<file path="src/rtl/sfr_pkg.sv">
package sfr_pkg;
  localparam int FRAME_W = 16;
  localparam int ADDR_W  = 4;
  localparam int DATA_W  = FRAME_W - ADDR_W;
  localparam int NUM_DAC = 12;
  localparam int CNT_W   = $clog2(FRAME_W + 2);

  localparam logic [ADDR_W-1:0] CODE_NOP  = 4'd12;
  localparam logic [ADDR_W-1:0] CODE_PWR  = 4'd13;
  localparam logic [ADDR_W-1:0] CODE_PRD  = 4'd14;
  localparam logic [ADDR_W-1:0] CODE_DIR  = 4'd15;

  typedef enum logic [2:0] {
    CMD_DAC  = 3'd0,
    CMD_PWR  = 3'd1,
    CMD_PRD  = 3'd2,
    CMD_DIR  = 3'd3,
    CMD_NOP  = 3'd4
  } cmd_e;
endpackage

</file>
<file path="src/rtl/sfr_sync.sv">
module sfr_sync #(
  parameter int   W       = 1,
  parameter int   STAGES  = 2,
  parameter logic RST_VAL = 1'b0
) (
  input  logic         clk_i,
  input  logic         rst_ni,
  input  logic [W-1:0] d_i,
  output logic [W-1:0] q_o
);
  logic [STAGES-1:0][W-1:0] st_q;

  always_ff @(posedge clk_i or negedge rst_ni) begin
    if (!rst_ni) st_q <= {(STAGES*W){RST_VAL}};
    else         st_q <= {st_q[STAGES-2:0], d_i};
  end

  assign q_o = st_q[STAGES-1];
endmodule

</file>
<file path="src/rtl/sfr_frame_ctrl.sv">
module sfr_frame_ctrl
  import sfr_pkg::*;
(
  input  logic             clk_i,
  input  logic             rst_ni,
  input  logic             sclk_s_i,
  input  logic             sen_ns_i,
  output logic             shift_o,
  output logic             done_o,
  output logic [CNT_W-1:0] cnt_o
);
  localparam logic [CNT_W-1:0] CNT_FULL = CNT_W'(FRAME_W);
  localparam logic [CNT_W-1:0] CNT_SAT  = CNT_W'(FRAME_W + 1);

  logic sclk_q, sen_nq;
  logic [CNT_W-1:0] cnt_q;
  logic sclk_rise, en_fall, en_rise;

  always_ff @(posedge clk_i or negedge rst_ni) begin
    if (!rst_ni) begin
      sclk_q <= 1'b0;
      sen_nq <= 1'b1;
    end else begin
      sclk_q <= sclk_s_i;
      sen_nq <= sen_ns_i;
    end
  end

  assign sclk_rise = sclk_s_i & ~sclk_q;
  assign en_fall   = ~sen_ns_i & sen_nq;
  assign en_rise   = sen_ns_i & ~sen_nq;
  assign shift_o   = sclk_rise & ~sen_ns_i;
  assign done_o    = en_rise & (cnt_q == CNT_FULL);

  // counter saturates past a full frame so overlong frames stay invalid
  always_ff @(posedge clk_i or negedge rst_ni) begin
    if (!rst_ni)                      cnt_q <= '0;
    else if (en_fall || en_rise)      cnt_q <= '0;
    else if (shift_o && cnt_q != CNT_SAT) cnt_q <= cnt_q + 1'b1;
  end

  assign cnt_o = cnt_q;
endmodule

</file>
<file path="src/rtl/sfr_shift.sv">
module sfr_shift
  import sfr_pkg::*;
(
  input  logic               clk_i,
  input  logic               rst_ni,
  input  logic               shift_i,
  input  logic               bit_i,
  input  logic               preload_i,
  input  logic [DATA_W-1:0]  par_i,
  output logic [FRAME_W-1:0] word_o,
  output logic               sdo_o
);
  logic [FRAME_W-1:0] sr_q;

  always_ff @(posedge clk_i or negedge rst_ni) begin
    if (!rst_ni)        sr_q <= '0;
    else if (shift_i)   sr_q <= {bit_i, sr_q[FRAME_W-1:1]};
    else if (preload_i) sr_q <= {par_i, sr_q[ADDR_W-1:0]};
  end

  assign word_o = sr_q;
  assign sdo_o  = sr_q[0];
endmodule

</file>
<file path="src/rtl/sfr_decode.sv">
module sfr_decode
  import sfr_pkg::*;
(
  input  logic               clk_i,
  input  logic               rst_ni,
  input  logic               done_i,
  input  logic [FRAME_W-1:0] word_i,
  output logic               preload_o,
  output logic               load_o,
  output logic [2:0]         cmd_o,
  output logic [ADDR_W-1:0]  addr_o,
  output logic [DATA_W-1:0]  data_o
);
  logic [ADDR_W-1:0] addr;
  cmd_e cmd;

  assign addr = word_i[ADDR_W-1:0];

  always_comb begin
    if (int'(addr) < NUM_DAC) cmd = CMD_DAC;
    else begin
      unique case (addr)
        CODE_PWR: cmd = CMD_PWR;
        CODE_PRD: cmd = CMD_PRD;
        CODE_DIR: cmd = CMD_DIR;
        default:  cmd = CMD_NOP;
      endcase
    end
  end

  assign preload_o = done_i & (cmd == CMD_PRD);

  always_ff @(posedge clk_i or negedge rst_ni) begin
    if (!rst_ni) begin
      load_o <= 1'b0;
      cmd_o  <= CMD_NOP;
      addr_o <= '0;
      data_o <= '0;
    end else begin
      load_o <= done_i & (cmd != CMD_NOP);
      if (done_i && cmd != CMD_NOP) begin
        cmd_o  <= cmd;
        addr_o <= addr;
        data_o <= word_i[FRAME_W-1:ADDR_W];
      end
    end
  end
endmodule

</file>
<file path="src/rtl/serial_frame_rx.sv">
module serial_frame_rx
  import sfr_pkg::*;
(
  input  logic              clk_i,
  input  logic              rst_ni,
  input  logic              sdi_i,
  input  logic              sclk_i,
  input  logic              sen_ni,
  input  logic [DATA_W-1:0] par_i,
  output logic              sdo_o,
  output logic              load_o,
  output logic [2:0]        cmd_o,
  output logic [ADDR_W-1:0] addr_o,
  output logic [DATA_W-1:0] data_o
);
  logic sdi_s, sclk_s, sen_ns;
  logic shift_ev, done_ev, preload_ev;
  logic [CNT_W-1:0] bit_cnt;
  logic [FRAME_W-1:0] word;

  sfr_sync #(.W(2), .STAGES(2), .RST_VAL(1'b0)) u_sync_lo (
    .clk_i, .rst_ni, .d_i({sdi_i, sclk_i}), .q_o({sdi_s, sclk_s})
  );
  sfr_sync #(.W(1), .STAGES(2), .RST_VAL(1'b1)) u_sync_en (
    .clk_i, .rst_ni, .d_i(sen_ni), .q_o(sen_ns)
  );

  sfr_frame_ctrl u_ctrl (
    .clk_i, .rst_ni, .sclk_s_i(sclk_s), .sen_ns_i(sen_ns),
    .shift_o(shift_ev), .done_o(done_ev), .cnt_o(bit_cnt)
  );

  sfr_shift u_shift (
    .clk_i, .rst_ni, .shift_i(shift_ev), .bit_i(sdi_s),
    .preload_i(preload_ev), .par_i, .word_o(word), .sdo_o
  );

  sfr_decode u_dec (
    .clk_i, .rst_ni, .done_i(done_ev), .word_i(word),
    .preload_o(preload_ev), .load_o, .cmd_o, .addr_o, .data_o
  );
endmodule

</file>
<file path="config.mk">
export PLATFORM = sky130hd
export DESIGN_NAME = serial_frame_rx
export DESIGN_NICKNAME = d
export VERILOG_FILES = /design/src/rtl/sfr_pkg.sv /design/src/rtl/sfr_sync.sv /design/src/rtl/sfr_frame_ctrl.sv /design/src/rtl/sfr_shift.sv /design/src/rtl/sfr_decode.sv /design/src/rtl/serial_frame_rx.sv
export SDC_FILE = /design/constraint.sdc
export NUM_CORES = 1
export LEC_CHECK = 0
export BUFFER_PORTS_ARGS = -buffer_cell sky130_fd_sc_hd__buf_4
export CORE_MARGIN = 10
export CORE_UTILIZATION = 30
export DETAILED_ROUTE_END_ITERATION = 6
export PLACE_DENSITY = 0.6
export SETUP_SLACK_MARGIN = 0.05
export SYNTH_ARGS = -nofsm -noshare
export SYNTH_HDL_FRONTEND = slang
export SYNTH_SLANG_ARGS = --single-unit
</file>
<file path="constraint.sdc">
create_clock -name clk_i -period 2.1 [get_ports clk_i]
set_clock_uncertainty 0.1 [all_clocks]
set_input_delay 0.21 -clock clk_i [delete_from_list [all_inputs] [get_ports clk_i]]
set_output_delay 0.21 -clock clk_i [all_outputs]
set_load 0.02 [all_outputs]
</file>
# Yosys cells after proc, flatten, opt, wreduce, memory -nomap -nowiden
# Cells that the tools add are included.
# W data, S select, Z words.
[op_classes]
n_eq_ne = 7
addsub = 1
n_bitwise = 10
n_reduce_logical = 5
order_cmp = 1
mux = 6
[ops]
columns = ["op", "n"]
rows = [
  ["$mux W16", 2],
  ["$eq A4 B4 Y1 const B", 3],
  ["$mux W5", 2],
  ["$pmux W3 S3", 1],
  ["$and A1 B1 Y1", 7],
  ["$add A5 B1 Y5 const B", 1],
  ["$eq A5 B5 Y1 const B", 1],
  ["$ne A5 B5 Y1 const B", 1],
  ["$lt A4 B4 Y1 const B", 1],
  ["$reduce_bool A2 Y1", 2],
  ["$eq A3 B2 Y1 const B", 1],
  ["$mux W3", 1],
  ["$ne A3 B3 Y1 const B", 1],
  ["$not A1 Y1", 3],
  ["$logic_and A1 B1 Y1", 2],
  ["$logic_or A1 B1 Y1", 1],
]
[totals]
register_bits = 49
output_inout_bits = 21

# Logic depth before layout (Yosys ltp)
[logic_depth]
word_depth = 7
depth_mapped = 7

# By module
# A second synthesis with hierarchy kept.
[hier_totals]
hier_cells = 156
hier_area_um2 = 2084.5
[by_module_without_submodules]
columns = ["module", "area_per_inst_um2", "cells_each", "n_inst"]
rows = [
  ["sfr_decode", 798.3, 48, 1],
  ["sfr_shift", 704.4, 61, 1],
  ["sfr_frame_ctrl", 414.1, 39, 1],
  ["sfr_sync (u_sync_lo)", 115.1, 6, 1],
  ["sfr_sync (u_sync_en)", 52.6, 2, 1],
]

# Worst setup path before layout
# OpenSTA, ideal clock, no wires.
[synth_path]
kind = "register to register"
start = "reg u_sync_en.st_q (netlist bit u_sync_en.q_o)"
end = "reg u_dec.addr_o[3]"
stages_incl_launch_ff = 6
t_arrival_ps = 1805
period_less_slack_ps = 2030
path_buffers = 1
setup_time_ps = 125
path_slack_ps = 70
required_time_ps = 1875
path_cell_list = "dfstp_2 -> ha_1 -> nand2_1 -> a311oi_4 -> buf_8 -> mux2_4"
[synth_between]
elab_chain_cells = 3
[synth_rtl]
columns = ["element", "line", "text"]
rows = [
  ["start: declaration", "sfr_sync.sv:11", "logic [STAGES-1:0][W-1:0] st_q;"],
  ["start signal: assignment", "sfr_sync.sv:14", "if (!rst_ni) st_q <= {(STAGES*W){RST_VAL}};"],
  ["start signal: assignment", "sfr_sync.sv:15", "else st_q <= {st_q[STAGES-2:0], d_i};"],
  ["$and A1 B1 Y1", "sfr_frame_ctrl.sv:31", "assign en_rise = sen_ns_i & ~sen_nq;"],
  ["$and A1 B1 Y1", "sfr_frame_ctrl.sv:33", "assign done_o = en_rise & (cnt_q == CNT_FULL);"],
  ["$logic_and A1 B1 Y1", "sfr_decode.sv:41", "if (done_i && cmd != CMD_NOP) begin"],
  ["end signal: assignment", "sfr_decode.sv:43", "addr_o <= addr;"],
  ["end: declaration", "sfr_decode.sv:11", "output logic [ADDR_W-1:0] addr_o,"],
]
# Every way passes these cells.
# A chain may end at the register's enable or synchronous reset.

# Worst setup path in the final report
[layout_path]
start = "reg u_ctrl.cnt_q[2], in the netlist u_ctrl.cnt_o[2]"
end = "reg u_shift.sr_q[13], in the netlist u_shift.word_o[13]"
[layout_between]
elab_chain_cells = 4
[layout_rtl]
columns = ["element", "line", "text"]
rows = [
  ["start: declaration", "sfr_frame_ctrl.sv:16", "logic [CNT_W-1:0] cnt_q;"],
  ["start signal: assignment", "sfr_frame_ctrl.sv:39", "else if (shift_o && cnt_q != CNT_SAT) cnt_q <= cnt_q + 1'b1;"],
  ["$eq A5 B5 Y1", "sfr_frame_ctrl.sv:33", ""],
  ["$and A1 B1 Y1", "sfr_frame_ctrl.sv:33", ""],
  ["$and A1 B1 Y1", "sfr_decode.sv:31", "assign preload_o = done_i & (cmd == CMD_PRD);"],
  ["$reduce_bool A2 Y1 (no line)", "--", ""],
  ["end signal: assignment", "sfr_shift.sv:17", "else if (shift_i) sr_q <= {bit_i, sr_q[FRAME_W-1:1]};"],
  ["end signal: assignment", "sfr_shift.sv:18", "else if (preload_i) sr_q <= {par_i, sr_q[ADDR_W-1:0]};"],
  ["end: declaration", "sfr_shift.sv:13", "logic [FRAME_W-1:0] sr_q;"],
]
# Every way passes these cells.

==> run metrics <==
core area 7253 µm²; FF+latch count, synth just under 50; Synth cell types 32; mean number of vias per cell roughly 4.7; vias in the first global route 1688; syn nets 219; Crit Path Category register to register; die area 11320 µm²; Synth async-reset ratio 100.0%; initial core utilization between 30% and 40%; fmax 0.5131 GHz; WL met2 2261 µm; Power Density 659.5 nW/µm²; Synth Instances 198; CTS H-tree depth 2; Worst EP arrival slightly above 2 ns; CP Max Fanout 18; Clk network pwr share 30.1%; vias roughly 1600; chip height about 110 µm; Row Count 31; sw power 0.0005068 W; Reg power frac 58.5%; Util after Layout around 38%; WL final 4690 µm; Post-DP HPWL about 3400 µm; warnings from Yosys 0; fin crit share between 90% and 100%; EDFF count, synth 0; Post-synth top cells 45 x dfrtp_1, 22 x inv_1, 13 x nor2_1, 13 x or4_1; cell chain of the critical path or3b_1 -> buf_4 -> or4_1 -> a31oi_1; Inst Count DP between 300 and 400; leakage ~1.2 nW; CP peak stage delay 0.53 ns; Setup TNS 0 ns; CP bufs+invs 1; wire per inst 13.63 µm; Synth top area share 50.31%; gp weighted congestion 0.7901; IO Count 38; post-synth top area cell dfrtp_1; Area contributors post-synth dfrtp_1 50%, dfstp_2 4.7%, mux2_4 4.7%; met1 wire length between 2000 and 2500 µm; Post-synth top flop dfrtp_1; initial antenna violation count 0; nets@finish between 200 and 300; TritonCTS buffer count 5; CP Capture Type register; Cell Area, Synth 2238 µm²; max-cap violations 0; slew at the pin closest to its max-slew limit 0.6402 ns; Slowest-stage cell, CP or4_1; Worst Hold Class input pin to register; WP data required 2.22 ns; Die Wd 106.4 µm; Worst-Skew Late Latency approximately 0.31 ns; total gr overflow 0; Comb power frac 11.4%; Fin. Hold Viols 0; layout cells sized above 1 31.84%; Syn Area/Cell approximately 11 µm²; min Tclk post-route between 1.5 and 2 ns; RSZ-0062 raised after global routing no; top-count cell post-synth dfrtp_1; Slew headroom between 50 and 60%; first-pass GRT wire length 8079 µm; Root Driver clkbuf_8; Initial DRT Pass Iterations 4; Max clock buf depth 2; sequential share of the synthesized area a little under three fifths; Routed Antenna Nets 0; synth-to-layout area growth 24.71%; CTS tree built; cell family with the largest share of critical-path delay simple AND/OR/NAND/NOR gates; DR iter-0 viols 82; Reg clk slew, reported paths 0.09 ns; final setup vio count 0; total global-route track usage just under 9%; Inserted Diodes 0; fin cells 344; Worst VDD drop roughly 0.26 mV; max-slew violation count 0; metal3 WL 255 µm; Worst setup SP type register; clock sinks 49; drc violations 0; status complete, no violations; Int Pwr 0.001334 W; top sig layer met4; # Post-CTS Setup Buffers 0; largest net degree at the start of global routing 50; sw frac 27.53%; Port Buffer Count 37
==> per-layer routing <==
metal	global-route usage [%]	vias up
met5	0	-
met4	2.998	0
met3	3.080	7
met2	14.44	37
met1	10.04	782
li1	-	803
==> logic make-up (layout without fill, tap and decap cells) <==
kind of cell	after synthesis	count (layout)	share of synthesized area (%)
AOI/OAI and AO/OA	42	42	13.70
buffers and inverters	36	83	7.211
and+or+nand+nor	53	53	13.64
adders and majority gates	4	4	2.236
DFF	49	49	55.00
muxes	14	14	8.217
==> registers in the layout, indices dropped and copies added, names as in the netlist <==
name            count
u_sync_en.q_o       1
u_sync_lo.st_q      2
u_dec.cmd_o         3
u_dec.load_o        1
u_shift.word_o     16
u_ctrl.sclk_q       1
u_sync_en.st_q      1
u_ctrl.sen_nq       1
u_ctrl.cnt_o        5
u_dec.addr_o        4
u_sync_lo.q_o       2
u_dec.data_o       12
==> worst paths after layout <==
path | from | endpoint | slack, ns | cells past startpoint
worst max-delay path | u_ctrl.cnt_o[2] | u_shift.word_o[13] | 0.15 | 4
worst min-delay path | par_i[8] | u_shift.word_o[12] | 0.14 | 4
worst max register to register | u_ctrl.cnt_o[2] | u_shift.word_o[13] | 0.15 | 4
worst min register to register | u_sync_lo.st_q[0] | u_sync_lo.q_o[0] | 0.26 | 0
max in group asynchronous | rst_ni | u_dec.data_o[5] | 1.14 | 2
min in group asynchronous | rst_ni | u_dec.addr_o[2] | 0.35 | 2
==> power by group through the flow <==
stage | combinational (W) | clock [W] | sequential, W
after floorplan | 0.000135 | 0 | 0.00107
after global placement | 0.000203 | 0 | 0.00109
after detailed placement | 0.000208 | 0 | 0.00110
after CTS | 0.000214 | 0.000567 | 0.00108
after global routing | 0.000239 | 0.000618 | 0.00109
final | 0.000210 | 0.000554 | 0.00108
==> cell usage in the layout, fill, tap and decap left out, types with 2 or more instances in the layout <==
cell / n
a32o_1: 2
inv_1: 22
dlygate4sd3_1: 4
nand3_1: 2
nand4_1: 3
a31o_2: 2
or4_1: 13
clkinvlp_4: 2
clkbuf_8: 5
or3b_1: 2
nand3b_1: 2
a22o_1: 2
nand2_1: 11
mux2_2: 7
o21ai_0: 4
o31ai_1: 12
a31oi_1: 12
mux2_4: 7
dfstp_2: 4
dfrtp_1: 45
nor2_1: 13
buf_4: 48
a21oi_1: 5
ha_1: 4
nor3b_1: 2
==> repair_timing <==
action	in CTS	in global routing
hold buffers	4	0
resized for setup	0	0
endpoints found under the setup margin	0	9
hold endpoints to repair	48	0
==> through the flow <==
stage	instance area (µm²)	worst slack, ns	hold slack [ns]	total power [W]
floorplan	2238	0.06997	-0.1856	0.001204
global placement	2664	0.1272	0.1630	0.001297
detailed placement	2664	0.1028	0.1678	0.001303
CTS	2791	0.09933	0.1440	0.001859
global route	2791	0.06553	0.1546	0.001944
finish	2791	0.1512	0.1440	0.001841
==> area by class of cell <==
class,count,area [µm²]
repair buffers,53,420.4
multi-input cells,113,845.8
inverters,22,82.58
clock buffers,6,72.57
flip-flops and latches,49,1231
fillers,733,4462
clock inverters,2,15.01
well taps,99,123.9
==> tightest hold or removal path, delay by kind of cell <==
family,cells,cell delay (ns)
AND/OR/NAND/NOR,1,0.09
buffers and inverters,2,0.15
AO/OA/AOI/OAI,1,0.07
Note: power is estimated with default switching activity, not from simulation.
